--- src/rtl/rid_map_pkg.sv ---
package rid_map_pkg;

   // Field selector codes of the configuration write port
   typedef enum logic [2:0] {
      FLD_BASE = 3'd0,
      FLD_CTRL = 3'd1,
      FLD_OUTB = 3'd2,
      FLD_LEN  = 3'd3,
      FLD_EN   = 3'd4,
      FLD_MASK = 3'd5
   } cfg_field_e;

   // Width of an entry index for a table of a given depth
   function automatic int idx_bits(input int depth);
      return (depth > 1) ? $clog2(depth) : 1;
   endfunction

endpackage

--- src/rtl/rid_map_table.sv ---
module rid_map_table
   import rid_map_pkg::*;
#(
   parameter int ID_W   = 16,
   parameter int CTRL_W = 4,
   parameter int DEPTH  = 8,
   localparam int IDX_W = idx_bits(DEPTH),
   localparam int LEN_W = ID_W + 1
) (
   input  logic                          clk,
   input  logic                          rst_n,
   input  logic                          cfg_we,
   input  logic [IDX_W-1:0]              cfg_idx,
   input  logic [2:0]                    cfg_field,
   input  logic [LEN_W-1:0]              cfg_wdata,
   output logic [DEPTH-1:0][ID_W-1:0]    ent_base,
   output logic [DEPTH-1:0][CTRL_W-1:0]  ent_ctrl,
   output logic [DEPTH-1:0][ID_W-1:0]    ent_outb,
   output logic [DEPTH-1:0][LEN_W-1:0]   ent_len,
   output logic [DEPTH-1:0]              ent_en,
   output logic [ID_W-1:0]               glb_mask
);

   cfg_field_e fsel;
   assign fsel = cfg_field_e'(cfg_field);

   always_ff @(posedge clk or negedge rst_n) begin
      if (!rst_n) begin
         ent_base <= '0;
         ent_ctrl <= '0;
         ent_outb <= '0;
         ent_len  <= '0;
         ent_en   <= '0;
         glb_mask <= '1;
      end else if (cfg_we) begin
         if (fsel == FLD_MASK) begin
            glb_mask <= cfg_wdata[ID_W-1:0];
         end
         for (int k = 0; k < DEPTH; k++) begin
            if (cfg_idx == IDX_W'(k)) begin
               case (fsel)
                  FLD_BASE: ent_base[k] <= cfg_wdata[ID_W-1:0];
                  FLD_CTRL: ent_ctrl[k] <= cfg_wdata[CTRL_W-1:0];
                  FLD_OUTB: ent_outb[k] <= cfg_wdata[ID_W-1:0];
                  FLD_LEN:  ent_len[k]  <= cfg_wdata;
                  FLD_EN:   ent_en[k]   <= cfg_wdata[0];
                  default:  ;
               endcase
            end
         end
      end
   end

   AST_MASK_WRITE: assert property (@(posedge clk) disable iff (!rst_n)
      (cfg_we && cfg_field == FLD_MASK) |=> glb_mask == $past(cfg_wdata[ID_W-1:0]));

   for (genvar k = 0; k < DEPTH; k++) begin : g_chk
      AST_EN_WRITE: assert property (@(posedge clk) disable iff (!rst_n)
         (cfg_we && cfg_field == FLD_EN && cfg_idx == IDX_W'(k))
         |=> ent_en[k] == $past(cfg_wdata[0]));
      AST_EN_HOLD: assert property (@(posedge clk) disable iff (!rst_n)
         !(cfg_we && cfg_field == FLD_EN && cfg_idx == IDX_W'(k))
         |=> $stable(ent_en[k]));
      AST_BASE_HOLD: assert property (@(posedge clk) disable iff (!rst_n)
         !(cfg_we && cfg_field == FLD_BASE && cfg_idx == IDX_W'(k))
         |=> $stable(ent_base[k]));
   end

endmodule

--- src/rtl/rid_map_cmp.sv ---
module rid_map_cmp #(
   parameter int ID_W   = 16,
   parameter int CTRL_W = 4,
   localparam int LEN_W = ID_W + 1,
   localparam int SUM_W = ID_W + 2
) (
   input  logic [ID_W-1:0]    key,
   input  logic [CTRL_W-1:0]  sel_ctrl,
   input  logic [ID_W-1:0]    base,
   input  logic [CTRL_W-1:0]  tgt_ctrl,
   input  logic [ID_W-1:0]    outb,
   input  logic [LEN_W-1:0]   len,
   input  logic               en,
   output logic               hit,
   output logic [ID_W-1:0]    value
);

   logic [SUM_W-1:0] limit;
   logic [SUM_W-1:0] key_w;
   logic             above_lo;
   logic             below_hi;

   // Exclusive upper end kept one bit wider than the length field
   assign limit    = {2'b00, base} + {1'b0, len};
   assign key_w    = {2'b00, key};
   assign above_lo = (key >= base);
   assign below_hi = (key_w < limit);
   assign hit      = en && (tgt_ctrl == sel_ctrl) && above_lo && below_hi;
   // Modulo-2^ID_W offset translation
   assign value    = key - base + outb;

endmodule

--- src/rtl/rid_map_prio.sv ---
module rid_map_prio #(
   parameter int ID_W  = 16,
   parameter int DEPTH = 8
) (
   input  logic [DEPTH-1:0]            match,
   input  logic [DEPTH-1:0][ID_W-1:0]  cand,
   output logic [DEPTH-1:0]            grant,
   output logic                        any,
   output logic [ID_W-1:0]             sel_value
);

   // Isolate the lowest set bit: lowest table index wins
   assign grant = match & (~match + DEPTH'(1));
   assign any   = |grant;

   always_comb begin
      sel_value = '0;
      for (int i = 0; i < DEPTH; i++) begin
         sel_value = sel_value | (cand[i] & {ID_W{grant[i]}});
      end
   end

endmodule

--- src/rtl/rid_msi_mapper.sv ---
module rid_msi_mapper
   import rid_map_pkg::*;
#(
   parameter int ID_W   = 16,
   parameter int CTRL_W = 4,
   parameter int DEPTH  = 8,
   localparam int IDX_W = idx_bits(DEPTH),
   localparam int LEN_W = ID_W + 1
) (
   input  logic               clk,
   input  logic               rst_n,
   input  logic               cfg_we,
   input  logic [IDX_W-1:0]   cfg_idx,
   input  logic [2:0]         cfg_field,
   input  logic [LEN_W-1:0]   cfg_wdata,
   input  logic               lk_valid,
   input  logic [ID_W-1:0]    lk_rid,
   input  logic [CTRL_W-1:0]  lk_ctrl,
   output logic               res_valid,
   output logic               res_hit,
   output logic [ID_W-1:0]    res_sideband
);

   if (ID_W < 4 || ID_W > 32) begin : g_bad_id
      $error("rid_msi_mapper: ID_W out of range");
   end
   if (CTRL_W < 1 || CTRL_W > ID_W) begin : g_bad_ctrl
      $error("rid_msi_mapper: CTRL_W out of range");
   end
   if (DEPTH < 1 || DEPTH > 64) begin : g_bad_depth
      $error("rid_msi_mapper: DEPTH out of range");
   end

   logic [DEPTH-1:0][ID_W-1:0]    ent_base;
   logic [DEPTH-1:0][CTRL_W-1:0]  ent_ctrl;
   logic [DEPTH-1:0][ID_W-1:0]    ent_outb;
   logic [DEPTH-1:0][LEN_W-1:0]   ent_len;
   logic [DEPTH-1:0]              ent_en;
   logic [ID_W-1:0]               glb_mask;
   logic [ID_W-1:0]               key;
   logic [DEPTH-1:0]              match;
   logic [DEPTH-1:0][ID_W-1:0]    cand;
   logic [DEPTH-1:0]              grant;
   logic                          any;
   logic [ID_W-1:0]               sel_value;

   rid_map_table #(.ID_W(ID_W), .CTRL_W(CTRL_W), .DEPTH(DEPTH)) u_table (
      .clk       (clk),
      .rst_n     (rst_n),
      .cfg_we    (cfg_we),
      .cfg_idx   (cfg_idx),
      .cfg_field (cfg_field),
      .cfg_wdata (cfg_wdata),
      .ent_base  (ent_base),
      .ent_ctrl  (ent_ctrl),
      .ent_outb  (ent_outb),
      .ent_len   (ent_len),
      .ent_en    (ent_en),
      .glb_mask  (glb_mask)
   );

   assign key = lk_rid & glb_mask;

   for (genvar e = 0; e < DEPTH; e++) begin : g_ent
      rid_map_cmp #(.ID_W(ID_W), .CTRL_W(CTRL_W)) u_cmp (
         .key      (key),
         .sel_ctrl (lk_ctrl),
         .base     (ent_base[e]),
         .tgt_ctrl (ent_ctrl[e]),
         .outb     (ent_outb[e]),
         .len      (ent_len[e]),
         .en       (ent_en[e]),
         .hit      (match[e]),
         .value    (cand[e])
      );
   end

   rid_map_prio #(.ID_W(ID_W), .DEPTH(DEPTH)) u_prio (
      .match     (match),
      .cand      (cand),
      .grant     (grant),
      .any       (any),
      .sel_value (sel_value)
   );

   always_ff @(posedge clk or negedge rst_n) begin
      if (!rst_n) begin
         res_valid    <= 1'b0;
         res_hit      <= 1'b0;
         res_sideband <= '0;
      end else begin
         res_valid    <= lk_valid;
         res_hit      <= lk_valid && any;
         res_sideband <= (lk_valid && any) ? sel_value : '0;
      end
   end

   AST_LAT_VALID: assert property (@(posedge clk) disable iff (!rst_n)
      lk_valid |=> res_valid);
   AST_IDLE_QUIET: assert property (@(posedge clk) disable iff (!rst_n)
      !lk_valid |=> (!res_valid && !res_hit && res_sideband == '0));
   AST_MISS_ZERO: assert property (@(posedge clk) disable iff (!rst_n)
      !res_hit |-> res_sideband == '0);
   AST_MATCH_HITS: assert property (@(posedge clk) disable iff (!rst_n)
      (lk_valid && |match) |=> res_hit);
   AST_GRANT_ONEHOT: assert property (@(posedge clk) disable iff (!rst_n)
      $onehot0(grant) && ((grant & ~match) == '0));

   for (genvar g = 1; g < DEPTH; g++) begin : g_prio_chk
      AST_PRIO_LOWEST: assert property (@(posedge clk) disable iff (!rst_n)
         grant[g] |-> (match[g-1:0] == '0));
   end

endmodule

--- config.mk ---
export PLATFORM = sky130hd
export DESIGN_NAME = rid_msi_mapper
export DESIGN_NICKNAME = d
export VERILOG_FILES = /design/src/rtl/rid_map_pkg.sv /design/src/rtl/rid_map_table.sv /design/src/rtl/rid_map_cmp.sv /design/src/rtl/rid_map_prio.sv /design/src/rtl/rid_msi_mapper.sv
export SDC_FILE = /design/constraint.sdc
export NUM_CORES = 2
export LEC_CHECK = 0
export ABC_CLOCK_PERIOD_IN_PS = 5900
export BUFFER_PORTS_ARGS = -buffer_cell sky130_fd_sc_hd__buf_2
export CAP_MARGIN = 40
export CORE_UTILIZATION = 30
export DETAILED_ROUTE_END_ITERATION = 7
export MAX_ROUTING_LAYER = met4
export SLEW_MARGIN = 20
export SYNTH_ARGS = -nofsm -noshare
export SYNTH_HDL_FRONTEND = slang
export SYNTH_SLANG_ARGS = --single-unit
--- constraint.sdc ---
create_clock -name clk -period 5.9 [get_ports clk]
set_clock_uncertainty 0.05 [all_clocks]
set_input_delay 1.475 -clock clk [delete_from_list [all_inputs] [get_ports clk]]
set_output_delay 1.475 -clock clk [all_outputs]
set_load 0.02 [all_outputs]
==> results.ini <==
[sta]
layout_min_cycle_time_ns=5.62
fin_tns_setup_ns=0
rsz0062_at_grt=false
worst_slew_pin_slew_ns=0.873
finalCritPeriodShare=0.952
fmax_mhz=178
holdWs_ns=0.453
finalHoldViolCount=0
drv_slew=0
setup_violations=0
maxSlewHeadroom=0.418

[synthesis]
netlist_area_um2=38400
syn_nets=4670
syn_avg_cell_area_um2=9.63
yosysWarnings=0
synth-edff-count=0
synthFlopType=dfrtp_1
synth-seq-area-share=0.304
syn_inst=3991
synth-seq-cells=466
async_reset_ff_frac=1.00
ys_types=80

[worst_setup_path]
path_buf_inv=7
r2r_start=u_table.ent_base[81]
required_ns=6.30
worstPathArrival_ns=6.02
cp_slowest_stage_delay_ns=0.45
reg2reg_depth=25
reg2reg_to=res_sideband[1]
critPathLaunchType=flop
crit_type=reg -> reg
cpMostUsedCell=buf_4
crit_slowest_cell=or3b_2
critPathCaptureType=flop
crit_fanout=8
reg2reg_slack_ns=0.28
critical-path-top-delay-family=compound AO/OA/AOI/OAI gates

[min_path]
min_to=u_table.ent_outb[46]
hold_start=u_table.ent_outb[46]
hp-class=reg -> reg
min_path_cells=1

[clock_network]
clkTransAtPathRegs_ns=0.06
clockRootBuffer=clkbuf_16
clkLatencyLatePin_ns=0.63
cts_hold_buffers=0
cts_setup_buffers=0
htree_levels=2
cts_tree=done
clk_path_buf_depth=3
cts_buffers=53
clock_sinks=466

[floorplan]
die_height_um=360
core-area_um2=126000
die_area_um2=130000
die_w_um=360
num_rows=130
ios=65
start_util=0.304

[routing]
drc=0
postRouteAntennaNets=0
wl_met3_um=6230
drt_iter0_markers=1933
routed_wl_um=118000
drt-vias-per-instance=5.11
wire_per_inst_um=20.0
highest_layer=met4
drtPass1Iterations=6
route.vias.total=30000
wl_met2_um=53900
drt-met1-wl_um=54200

[grt]
grt_overflow_total=0
grt_max_degree=114
antenna_found_initial=1
grt_pass1_vias=30600
grt.total_usage=0.186
grt_pass1_wl_um=179000

[finish]
drive_gt1_frac=0.170
fin_area_um2=43900
fillers=12700
area_growth_pct=14.2
nets=4871
layout_commonest_cell=inv_1
final_cell_mix=546 x inv_1, 504 x ha_1, 450 x dfrtp_1

[power_and_ir_drop]
pwr-share-seq=0.254
p_per_area_nw_per_um2=366
netSwitchingFraction=0.418
p_leak_nw=21.8
total_power_mw=16.1
max-vdd-ir-drop_mv=0.241
pwr-share-comb=0.528
clkPwrFrac=0.218
p_int_mw=9.37
switching_power_mw=6.72

[run]
cap_violations=0

[place]
post-dp-hpwl_um=94300
gp_congestion=0.948
placed_cell_area_um2=42000
io_buffers=64

[status]
status=finished, final reports clean

-- per-stage QoR --
stage	setup WS (ns)	util	std cells
floorplan	0.749	-	3991
global placement	0.140	0.331	5763
detailed placement	0.148	0.332	5780
CTS	0.138	0.346	5874
global route	0.0123	0.348	5881
finish	0.282	0.348	5883
-- layer usage --
layer | vias up | global-route usage
met1 | 15000 | 0.246
met4 | 0 | 0.0500
li1 | 14300 | -
met2 | 595 | 0.298
met5 | - | -
met3 | 146 | 0.0241
-- synthesized netlist by cell type (8+ instances only) --
master / instances / area share
a21o_1: 120 / 0.023
o21ai_0: 253 / 0.033
xor2_1: 119 / 0.027
and2_1: 8 / 0.0013
nand2b_1: 43 / 0.0070
a41oi_1: 8 / 0.0018
mux2_2: 328 / 0.096
dfstp_2: 16 / 0.011
clkbuf_1: 92 / 0.0090
inv_1: 546 / 0.053
o21a_1: 41 / 0.0080
nand4_1: 35 / 0.0057
nor2_1: 134 / 0.013
nor3_1: 58 / 0.0076
a2111oi_0: 8 / 0.0018
a22oi_1: 19 / 0.0037
o2111ai_1: 9 / 0.0021
a211o_1: 15 / 0.0034
a211oi_1: 36 / 0.0070
o211ai_1: 32 / 0.0062
o31ai_1: 8 / 0.0016
and3_1: 19 / 0.0031
nor4_1: 12 / 0.0020
fa_1: 128 / 0.067
xnor2_1: 136 / 0.031
a21oi_1: 226 / 0.029
nand3_1: 59 / 0.0077
dfrtp_1: 450 / 0.29
or2_2: 13 / 0.0021
ha_1: 504 / 0.16
a31oi_1: 23 / 0.0037
nor2b_1: 31 / 0.0050
or3_1: 12 / 0.0020
o21bai_1: 33 / 0.0064
nand2_1: 284 / 0.028
-- timing repair --
| action | in CTS | in global routing |
|---|---|---|
| endpoints found under the setup margin | 0 | 16 |
| gates resized for setup | 0 | 6 |
| hold endpoints to repair | 0 | 0 |
-- sequential cells by signal, summed over array words and instances (netlist names) --
signal / cells
u_table.ent_ctrl: 32
res_sideband: 16
u_table.glb_mask: 16
u_table.ent_base: 128
u_table.ent_en: 8
res_hit: 1
u_table.ent_outb: 128
res_valid: 1
u_table.ent_len: 136
-- power by group through the flow --
| stage | logic (mW) | clock network, mW | registers, mW |
|---|---|---|---|
| finish | 8.49 | 3.51 | 4.09 |
| global route | 9.50 | 3.71 | 4.16 |
| global placement | 8.27 | 0 | 4.13 |
| detailed placement | 8.38 | 0 | 4.15 |
| CTS | 8.45 | 3.58 | 4.09 |
| floorplan | 6.08 | 0 | 4.00 |
-- cell type report --
class                      count  area, µm²  share of cell area
sequential                   466      11700               0.266
clock buffer                  81       1560              0.0356
tap                         1650       2060              0.0470
clock inverter                13        219             0.00499
antenna                        2       5.00            0.000114
timing repair buffer         242       1950              0.0444
inverter                     546       2050              0.0467
multi-input combinational   2883      24400               0.555
-- worst max-delay path by stage --
| stage | startpoint | endpoint | slack [ns] | depth (start not counted) |
|---|---|---|---|---|
| after detailed placement | lk_rid[1] | res_sideband[13] | 0.15 | 17 |
| after global placement | u_table.ent_base[81] | res_sideband[0] | 0.14 | 25 |
| after global routing | u_table.ent_base[80] | res_sideband[1] | 0.01 | 27 |
| final | u_table.ent_base[81] | res_sideband[1] | 0.28 | 25 |
| after CTS | u_table.ent_base[81] | res_sideband[1] | 0.14 | 25 |
| after floorplan | lk_rid[4] | res_sideband[10] | 0.75 | 16 |
-- cell families after synthesis --
logic type | after synthesis | share of synthesized area
muxes | 328 | 0.0961
DFF | 466 | 0.304
xor gates and xnor gates | 255 | 0.0581
AOI/OAI and AO/OA | 938 | 0.159
and+or+nand+nor | 730 | 0.0891
adders and majority gates | 632 | 0.231
buffers and inverters | 642 | 0.0633
(Power assumes the default switching activity.)
